<file path="config.mk">
export PLATFORM = sky130hd
export DESIGN_NAME = host_cmd_decoder
export DESIGN_NICKNAME = d
export VERILOG_FILES = /design/src/rtl/hcd_pkg.sv /design/src/rtl/hcd_gap_timer.sv /design/src/rtl/hcd_framer.sv /design/src/rtl/hcd_exec.sv /design/src/rtl/host_cmd_decoder.sv
export SDC_FILE = /design/constraint.sdc
export NUM_CORES = 1
export LEC_CHECK = 0
export BUFFER_PORTS_ARGS = -buffer_cell sky130_fd_sc_hd__buf_2
export CORE_UTILIZATION = 30
export CTS_CLUSTER_DIAMETER = 30
export DETAILED_ROUTE_END_ITERATION = 16
export HOLD_SLACK_MARGIN = 0.08
export PLACE_DENSITY = 0.5
export SLEW_MARGIN = 40
export SYNTH_ARGS = -nofsm -noshare
export SYNTH_HDL_FRONTEND = slang
export SYNTH_SLANG_ARGS = --single-unit
export TNS_END_PERCENT = 100
</file>
<file path="constraint.sdc">
create_clock -name clk -period 6.8 [get_ports clk]
set_input_delay 0.34 -clock clk [delete_from_list [all_inputs] [get_ports clk]]
set_output_delay 0.34 -clock clk [all_outputs]
set_load 0.01 [all_outputs]
</file>
<file path="src/rtl/hcd_pkg.sv">
package hcd_pkg;
  localparam logic [7:0] ESC      = 8'h1B;
  localparam logic [7:0] OP_INIT  = 8'hA0;
  localparam logic [7:0] OP_DONE  = 8'hA1;
  localparam logic [7:0] OP_BEAT  = 8'hA2;
  localparam logic [7:0] OP_IDENT = 8'hF2;
  localparam logic [7:0] OP_MODE  = 8'hA7;
  localparam logic [7:0] OP_DATA  = 8'hA8;
  localparam logic [7:0] OP_WAKE  = 8'hA9;

  localparam int WAKE_BYTES = 15;
  localparam int WAKE_W     = WAKE_BYTES * 8;
  localparam int POS_W      = 5;

  typedef enum logic {S_IDLE, S_OPEN} frame_st_t;

  function automatic logic [7:0] lrc_fold(input logic [7:0] x);
    return x[7] ? (x ^ 8'hC0) : x;
  endfunction

  // total packet length for a code, 0 when the code is not known
  function automatic logic [POS_W-1:0] pkt_len(input logic [7:0] op);
    case (op)
      OP_INIT, OP_DONE, OP_BEAT, OP_IDENT: return POS_W'(3);
      OP_MODE, OP_DATA:                    return POS_W'(5);
      OP_WAKE:                             return POS_W'(WAKE_BYTES + 3);
      default:                             return '0;
    endcase
  endfunction
endpackage

</file>
<file path="src/rtl/hcd_gap_timer.sv">
module hcd_gap_timer #(
  parameter int MIN_GAP = 400,
  parameter int MAX_GAP = 10000
) (
  input  logic clk,
  input  logic rst_n,
  input  logic restart,
  output logic too_early,
  output logic too_late
);
  localparam int CW = $clog2(MAX_GAP + 2);
  localparam logic [CW-1:0] SAT = CW'(MAX_GAP + 1);

  logic [CW-1:0] gap_q;

  always_ff @(posedge clk or negedge rst_n) begin
    if (!rst_n)         gap_q <= SAT;
    else if (restart)   gap_q <= CW'(1);
    else if (gap_q != SAT) gap_q <= gap_q + CW'(1);
  end

  assign too_early = (gap_q < CW'(MIN_GAP));
  assign too_late  = (gap_q == SAT);

  p_gap_bound_r9: assert property (@(posedge clk) disable iff (!rst_n)
    gap_q <= SAT);
endmodule

</file>
<file path="src/rtl/hcd_framer.sv">
module hcd_framer
  import hcd_pkg::*;
(
  input  logic              clk,
  input  logic              rst_n,
  input  logic              byte_valid,
  input  logic [7:0]        byte_data,
  input  logic              too_early,
  input  logic              too_late,
  output logic              restart,
  output logic              frame_valid,
  output logic [7:0]        frame_op,
  output logic [WAKE_W-1:0] frame_pl,
  output logic              abort
);
  frame_st_t        st_q;
  logic [POS_W-1:0] pos_q, len_q;
  logic [7:0]       acc_q;
  logic [7:0]       pl_q [WAKE_BYTES];

  assign restart = byte_valid;

  always_ff @(posedge clk or negedge rst_n) begin
    if (!rst_n) begin
      st_q        <= S_IDLE;
      pos_q       <= '0;
      len_q       <= '0;
      acc_q       <= '0;
      frame_op    <= '0;
      frame_valid <= 1'b0;
      abort       <= 1'b0;
      for (int i = 0; i < WAKE_BYTES; i++) pl_q[i] <= '0;
    end else begin
      frame_valid <= 1'b0;
      abort       <= 1'b0;
      case (st_q)
        S_IDLE: if (byte_valid && byte_data == ESC) begin
          st_q  <= S_OPEN;
          pos_q <= POS_W'(1);
          acc_q <= ESC;
        end
        default: begin
          if ((byte_valid && too_early) || too_late) begin
            abort <= 1'b1;
            st_q  <= S_IDLE;
          end else if (byte_valid) begin
            if (pos_q == POS_W'(1)) begin
              if (pkt_len(byte_data) == '0) begin
                abort <= 1'b1;
                st_q  <= S_IDLE;
              end else begin
                frame_op <= byte_data;
                len_q    <= pkt_len(byte_data);
                acc_q    <= acc_q ^ byte_data;
                pos_q    <= POS_W'(2);
              end
            end else if (pos_q == len_q - POS_W'(1)) begin
              st_q <= S_IDLE;
              if (lrc_fold(acc_q) == byte_data) frame_valid <= 1'b1;
              else                              abort       <= 1'b1;
            end else begin
              pl_q[4'(pos_q - POS_W'(2))] <= byte_data;
              acc_q <= acc_q ^ byte_data;
              pos_q <= pos_q + POS_W'(1);
            end
          end
        end
      endcase
    end
  end

  for (genvar g = 0; g < WAKE_BYTES; g++) begin : g_pl
    assign frame_pl[g*8 +: 8] = pl_q[g];
  end

  p_frame_pulse_r10: assert property (@(posedge clk) disable iff (!rst_n)
    frame_valid |=> !frame_valid);
  p_frame_xor_abort_r2: assert property (@(posedge clk) disable iff (!rst_n)
    !(frame_valid && abort));
endmodule

</file>
<file path="src/rtl/hcd_exec.sv">
module hcd_exec
  import hcd_pkg::*;
(
  input  logic              clk,
  input  logic              rst_n,
  input  logic              frame_valid,
  input  logic [7:0]        frame_op,
  input  logic [WAKE_W-1:0] frame_pl,
  input  logic              abort,
  output logic              init_p,
  output logic              init_done_p,
  output logic              heartbeat_p,
  output logic              ident_p,
  output logic              mode_query_p,
  output logic              data_query_p,
  output logic              wake_load_p,
  output logic [WAKE_W-1:0] wake_mask,
  output logic              resend_p,
  output logic [2:0]        gio_mode,
  output logic              gio_out
);
  logic [7:0] val;
  assign val = frame_pl[15:8];

  always_ff @(posedge clk or negedge rst_n) begin
    if (!rst_n) begin
      {init_p, init_done_p, heartbeat_p, ident_p} <= '0;
      {mode_query_p, data_query_p, wake_load_p, resend_p} <= '0;
      wake_mask <= '0;
      gio_mode  <= 3'd0;
      gio_out   <= 1'b0;
    end else begin
      {init_p, init_done_p, heartbeat_p, ident_p} <= '0;
      {mode_query_p, data_query_p, wake_load_p} <= '0;
      resend_p <= abort;
      if (frame_valid) begin
        case (frame_op)
          OP_INIT: begin
            init_p   <= 1'b1;
            gio_mode <= 3'd0;
            gio_out  <= 1'b0;
          end
          OP_DONE:  init_done_p <= 1'b1;
          OP_BEAT:  heartbeat_p <= 1'b1;
          OP_IDENT: ident_p     <= 1'b1;
          OP_MODE: begin
            if (val < 8'd4) begin
              gio_mode <= val[2:0];
              if (val == 8'd1) gio_out <= 1'b0;
            end else if (val == 8'd4) mode_query_p <= 1'b1;
            else                      resend_p     <= 1'b1;
          end
          OP_DATA: begin
            if (val < 8'd2) begin
              if (gio_mode == 3'd1) gio_out <= val[0];
            end else if (val == 8'd2) data_query_p <= 1'b1;
            else                      resend_p     <= 1'b1;
          end
          OP_WAKE: begin
            wake_load_p <= 1'b1;
            wake_mask   <= frame_pl;
          end
          default: resend_p <= 1'b1;
        endcase
      end
    end
  end

  p_one_strobe_r10: assert property (@(posedge clk) disable iff (!rst_n)
    $onehot0({init_p, init_done_p, heartbeat_p, ident_p,
              mode_query_p, data_query_p, wake_load_p, resend_p}));
  p_out_guard_r5: assert property (@(posedge clk) disable iff (!rst_n)
    (gio_out != $past(gio_out)) |-> $past(frame_valid));
  p_mode_range_r4: assert property (@(posedge clk) disable iff (!rst_n)
    gio_mode <= 3'd3);
  p_mask_hold_r6: assert property (@(posedge clk) disable iff (!rst_n)
    !wake_load_p |-> $stable(wake_mask));
endmodule

</file>
<file path="src/rtl/host_cmd_decoder.sv">
module host_cmd_decoder
  import hcd_pkg::*;
#(
  parameter int MIN_GAP = 400,
  parameter int MAX_GAP = 10000
) (
  input  logic              clk,
  input  logic              rst_n,
  input  logic              in_valid,
  output logic              in_ready,
  input  logic [7:0]        in_data,
  output logic              init_p,
  output logic              init_done_p,
  output logic              heartbeat_p,
  output logic              ident_p,
  output logic              mode_query_p,
  output logic              data_query_p,
  output logic              wake_load_p,
  output logic [WAKE_W-1:0] wake_mask,
  output logic              resend_p,
  output logic [2:0]        gio_mode,
  output logic              gio_out
);
  logic              restart, too_early, too_late;
  logic              frame_valid, abort;
  logic [7:0]        frame_op;
  logic [WAKE_W-1:0] frame_pl;

  assign in_ready = 1'b1;

  hcd_gap_timer #(.MIN_GAP(MIN_GAP), .MAX_GAP(MAX_GAP)) u_gap (
    .clk(clk), .rst_n(rst_n), .restart(restart),
    .too_early(too_early), .too_late(too_late));

  hcd_framer u_framer (
    .clk(clk), .rst_n(rst_n), .byte_valid(in_valid), .byte_data(in_data),
    .too_early(too_early), .too_late(too_late), .restart(restart),
    .frame_valid(frame_valid), .frame_op(frame_op), .frame_pl(frame_pl),
    .abort(abort));

  hcd_exec u_exec (
    .clk(clk), .rst_n(rst_n), .frame_valid(frame_valid), .frame_op(frame_op),
    .frame_pl(frame_pl), .abort(abort),
    .init_p(init_p), .init_done_p(init_done_p), .heartbeat_p(heartbeat_p),
    .ident_p(ident_p), .mode_query_p(mode_query_p), .data_query_p(data_query_p),
    .wake_load_p(wake_load_p), .wake_mask(wake_mask), .resend_p(resend_p),
    .gio_mode(gio_mode), .gio_out(gio_out));

  p_ready_r10: assert property (@(posedge clk) disable iff (!rst_n) in_ready);
endmodule

</file>
# After elaboration in Yosys (flattened, before gate mapping)
# Index checks and enable logic that the tools add are counted.
# W data, S select, Z words.
dict set report totals {
  wordCells 176
  input_bits 11
  ff_bits 295
}
dict set report classes {
  addsub 4
  order_cmp 5
  bitwise 7
  mux 76
  n_eq_ne 32
  reduce_logical 18
}
# op n
set op_table {}
lappend op_table {{$bwmux W120} 1}
lappend op_table {{$eq A8 B8 Y1 const B} 14}
lappend op_table {{$mux W8} 9}
lappend op_table {{$mux W5} 11}
lappend op_table {{$mux W1} 47}
lappend op_table {{$demux W8 S4} 1}
lappend op_table {{$mux W14} 2}
lappend op_table {{$pmux W5 S3} 1}
lappend op_table {{$reduce_and A5 Y1} 3}
lappend op_table {{$add A14 B1 Y14 const B} 1}
lappend op_table {{$eq A14 B14 Y1 const B} 1}
lappend op_table {{$lt A14 B9 Y1 const B} 1}
lappend op_table {{$ne A14 B14 Y1 const B} 1}
lappend op_table {{$eq A8 B1 Y1 const B} 1}
lappend op_table {{$eq A8 B2 Y1 const B} 1}
lappend op_table {{$eq A8 B3 Y1 const B} 1}
lappend op_table {{$eq A8 B5 Y1 const B} 1}
lappend op_table {{$eq A8 B8 Y1} 1}
lappend op_table {{$lt A8 B2 Y1 const B} 1}
lappend op_table {{$lt A8 B3 Y1 const B} 1}
lappend op_table {{$ne A2 B1 Y1 const B} 4}
lappend op_table {{$xor A8 B8 Y8} 1}
lappend op_table {{$ne A3 B3 Y1 const B} 2}
lappend op_table {{$pmux W1 S3} 2}
lappend op_table {{25 further kinds} 33}

# Depth between registers and ports, before layout
dict set report depth {
  depth_word 13
  mapped_depth 10
  depth_no_buf 9
}

# By module
# A second synthesis with hierarchy kept.
dict set report hier_totals {
  hier_cells 879
  hier_area_um2 13090.1
}
# mod instances cells_per_inst area_each_um2 seq_area_each_um2
set by_module_without_submodules {}
lappend by_module_without_submodules {hcd_framer 1 470 6745.2 3703.6}
lappend by_module_without_submodules {hcd_exec 1 323 5515.3 3303.2}
lappend by_module_without_submodules {hcd_gap_timer 1 84 818.3 357.8}
lappend by_module_without_submodules {host_cmd_decoder 1 2 11.3 0.0}

# Worst setup path before layout
# Ideal clock, no wire load.
dict set report synth_path {
  kind {flip-flop to flip-flop}
  startpoint {register u_gap.gap_q[1]}
  endpoint {register u_framer.pl_q, in the netlist u_framer.frame_pl[0]}
  stages_incl_launch_ff 10
  setup_time_ns 0.125
  synth_period_minus_slack_ns 2.311
  t_arrival_ns 2.186
  slack_ns 4.489
  cell_sequence {dfrtp_1 -> inv_1 -> ha_1 -> and4b_1 -> and4_4 -> nor3_4 -> nand2_4 -> buf_6 -> nor3_4 -> mux2_2}
}
dict set report synth_between {
  elab_chain_len 5
}
# element line_no
set synth_rtl {}
lappend synth_rtl {{start: declaration} hcd_gap_timer.sv:14} ;# logic [CW-1:0] gap_q;
lappend synth_rtl {{start signal: assignment} hcd_gap_timer.sv:19} ;# else if (gap_q != SAT) gap_q <= gap_q + CW'(1);
lappend synth_rtl {{$lt A14 B9 Y1} hcd_gap_timer.sv:22} ;# assign too_early = (gap_q < CW'(MIN_GAP));
lappend synth_rtl {{$logic_and A1 B1 Y1} hcd_framer.sv:43} ;# if ((byte_valid && too_early) || too_late) begin
lappend synth_rtl {{$logic_or A1 B1 Y1 (*)} hcd_framer.sv:43}
lappend synth_rtl {{$not A1 Y1 (no source line) (*)} -}
lappend synth_rtl {{$reduce_and A5 Y1 (no source line) (*)} -}
lappend synth_rtl {{end signal: indexed assignment} hcd_framer.sv:62} ;# pl_q[4'(pos_q - POS_W'(2))] <= byte_data;
lappend synth_rtl {{end: declaration} hcd_framer.sv:19} ;# logic [7:0] pl_q [WAKE_BYTES];
# Every way passes the cells marked *; elsewhere a longest branch is shown, timed or not.
# A chain may end at the register's enable or synchronous reset.

# Final worst setup path
dict set report layout_path {
  startpoint {register u_framer.frame_op[6]}
  endpoint {register u_exec.wake_mask[23]}
}
dict set report layout_between {
  elab_chain_len 2
}
# element line_no
set layout_rtl {}
lappend layout_rtl {{start: declaration} hcd_framer.sv:12} ;# output logic [7:0] frame_op,
lappend layout_rtl {{start signal: assignment} hcd_framer.sv:52} ;# frame_op <= byte_data;
lappend layout_rtl {{$eq A8 B8 Y1} hcd_exec.sv:37} ;# case (frame_op)
lappend layout_rtl {{$reduce_and A2 Y1 (no source line)} -}
lappend layout_rtl {{end signal: assignment} hcd_exec.sv:61} ;# wake_mask <= frame_pl;
lappend layout_rtl {{end: declaration} hcd_exec.sv:17} ;# output logic [WAKE_W-1:0] wake_mask,
# No other way between the ends.

==> metrics.cfg <==
[clock_tree]
cts_tree = built
clock-sinks = 294
postCtsSetupBuffers = 0
clock_path_buffers = 3
clk_latency_ps = 560
cts_buffers = 74
htreeDepth = 3
ctsHoldBuffers = 1
clk_pin_slew_ps = 40
cts-root-buf = clkbuf_16
post_cts_resized = 0

[detailed_routing]
firstDrtPassIters = 4
antenna_left = 0
drt_iter0_drc = 498
wirelength_mm = 31.1
vias = 8563
viasPerCell = 4.60
drc = 0
wire_per_inst_um = 16.7

[grt]
antenna_found_initial = 0
grt_pass1_wl_mm = 50.4
grt.total_usage_pct = 15.6
grt_overflow = 0
grt_max_degree = 76
grt_pass1_vias = 8850

[layout]
syn_to_final_growth_pct = 30.9
n_antenna_cell = 0
area.sequential_um2 = 7360
fillers = 3883
multi_input_area_um2 = 4620
drive_gt1_share_pct = 32.3
nNetsFinal = 1303

[pwr]
power_mw = 5.52
switching_share_pct = 22.2
power.internal_mw = 4.29
peakVddDrop_mv = 0.151
seqPwrFrac_pct = 33.0
netSwitchingPower_mw = 1.23
power.leakage_nw = 8.61
power_density_nw_per_um2 = 343
power_frac_comb_pct = 3.5
pwr-share-clk_pct = 63.5

[logic_synthesis]
synthArstFlopShare_pct = 100
ys_seq_elements = 294
synth_most_common_cell = nand2_1
ys_types = 58
syn_inst = 1114
yosysSeqAreaShare_pct = 60.0
syn_avg_cell_area_um2 = 11.0
synth_top_area_cell = dfrtp_1
synth_area_um2 = 12300
ys.flop_type = dfrtp_1
synth.area.top_cells = dfrtp_1 (59%), nand2_1 (12%), mux2_2 (11%)
synth_enable_flop_cells = 0
synth_fp_nets = 1135
synth_top_area_share_pct = 58.7
synth_common_cells = nand2_1 (383), dfrtp_1 (288), mux2_2 (121)
yosys_warnings = 0

[critical_path]
cp_max_fo = 75
cpLargestDelayFamily = simple AND/OR/NAND/NOR gates
startpoint_type = register
crit_buf_inv = 3
criticalPathCategory = reg2reg
cp_slowest_cell = or3_4
crit_arrival_ps = 3530
cp_cell_sequence = and4bb_2 > nand2_1 > or3_4 > buf_12 > clkinv_2 > buf_6 > nand2_1 > nand2_1
critical_path_required_ps = 7280
endpoint_kind = register
cpMostUsedCell = nand2_1
max_stage_delay_ps = 540

[sta]
min_period_over_period_pct = 44.8
relSlewSlack_pct = 48.1
finalMaxSlewViolations = 0
finalCriticalPeriod_ps = 3050
fmax_mhz = 328
skew_ps = 20.9
hold_viol_final = 0
worst_pin_slew_ps = 774
setup_viol = 0
tns_ps = 0
grt_setup_unrepaired = false

[worst_hold_path]
hp-class = in2reg

[floorplan]
rows = 73
core_area_um2 = 40100
die_height_um = 204
pin_count = 144
initial_core_util_pct = 30.6
die_w_um = 204
dieArea_um2 = 41700

[place]
port_buffers = 142
dp_hpwl_mm = 18.8
globalplace.congestion = 0.734

[job]
maxCapViolations = 0

[status]
status = complete, no violations

[state kept, by name, summed over array words and instances (netlist names), 3 cells and up]
| register | cells |
|---|---|
| u_exec.wake_mask | 120 |
| u_framer.frame_pl | 120 |
| u_gap.gap_q | 14 |
| u_framer.acc_q | 8 |
| u_framer.frame_op | 8 |
| u_framer.pos_q | 5 |
| u_framer.len_q | 4 |
| u_exec.gio_mode | 3 |
[final cells by class]
class                      count  area share [%]
tap                          525            4.09
multi-input combinational    745            28.7
inverter                      17           0.405
timing repair buffer         150            5.14
sequential                   294            45.8
clock inverter                39            2.98
clock buffer                  93            12.8
[through the flow]
step | instances | setup WS (ps) | cell area [µm²] | hold slack [ps] | utilization, %
final | 1863 | 3750 | 16100 | 236 | 40.1
after global routing | 1863 | 3550 | 16100 | 235 | 40.1
after CTS | 1862 | 3510 | 16000 | 212 | 40.0
after detailed placement | 1729 | 3520 | 13500 | 286 | 33.6
after global placement | 1728 | 3530 | 13500 | 443 | 33.6
after floorplan | 1114 | 4490 | 12300 | 44.4 | -
[final timing paths]
check	startpoint	to	slack [ps]	cells past startpoint
min in group asynchronous	rst_n	u_exec.wake_mask[70]	290	2
max reg2reg	u_framer.frame_op[6]	u_exec.wake_mask[23]	3750	8
min reg2reg	u_framer.frame_pl[4]	u_exec.wake_mask[4]	450	2
min	in_valid	u_gap.gap_q[13]	240	2
max	u_framer.frame_op[6]	u_exec.wake_mask[23]	3750	8
max in group asynchronous	rst_n	u_framer.frame_pl[54]	5090	4
[power groups by stage]
stage / Combinational (mW) / Clock [mW] / Sequential (mW)
after floorplan: 0.126 / 0 / 1.83
after global placement: 0.193 / 0 / 1.84
after detailed placement: 0.197 / 0 / 1.84
after CTS: 0.199 / 3.58 / 1.82
after global routing: 0.220 / 3.68 / 1.82
final: 0.193 / 3.51 / 1.82
[cell usage in the layout, fill, tap and decap left out, types with 4 or more instances in the layout]
| master | synthesis | routed |
|---|---|---|
| nand2_1 | 383 | 383 |
| dfrtp_1 | 288 | 288 |
| buf_2 | 9 | 141 |
| mux2_2 | 121 | 121 |
| clkbuf_16 | 0 | 75 |
| nor2_1 | 29 | 29 |
| nand3_1 | 19 | 19 |
| o21ai_0 | 17 | 17 |
| inv_1 | 16 | 16 |
| clkinv_2 | 0 | 16 |
| a21oi_1 | 15 | 15 |
| clkbuf_8 | 0 | 12 |
| nand4_1 | 11 | 11 |
| xnor2_1 | 11 | 11 |
| nor3_4 | 10 | 11 |
| nor3_1 | 10 | 10 |
| xor2_1 | 10 | 10 |
| ha_1 | 10 | 10 |
| bufinv_16 | 0 | 8 |
| nor2b_1 | 7 | 7 |
| and3_1 | 7 | 7 |
| mux2_4 | 7 | 7 |
| or3_1 | 7 | 6 |
| mux2i_1 | 6 | 6 |
| clkbuf_1 | 44 | 6 |
| dfstp_2 | 6 | 6 |
| clkinvlp_4 | 0 | 5 |
| or4_1 | 4 | 4 |
| a21o_1 | 4 | 4 |
| nand2b_1 | 4 | 4 |
| clkinv_8 | 0 | 4 |
| clkinv_4 | 0 | 4 |
[metal layers]
layer	track usage [%]	wire (µm)
met1	21.8	15000
met4	6.18	673
met2	23.4	13900
met3	3.48	1590
met5	0	0
[kinds of logic (layout without fill, tap and decap cells)]
group	count (synthesis)	after routing	synth area share (%)
muxes	134	134	12.4
other	1	1	0.0305
and+or+nand+nor	522	522	19.5
AOI/OAI and AO/OA	56	56	2.84
DFF	294	294	60.0
xor gates and xnor gates	22	22	1.69
adders and majority gates	10	10	1.02
buffers and inverters	75	299	2.54
[worst register-to-register path: cells and delay by family, from the launching register on]
kind	cells	cell delay [ps]
and+or+nand+nor	5	1340
buffers and inverters	3	1220
DFF	1	410
(Power assumes the default switching activity.)
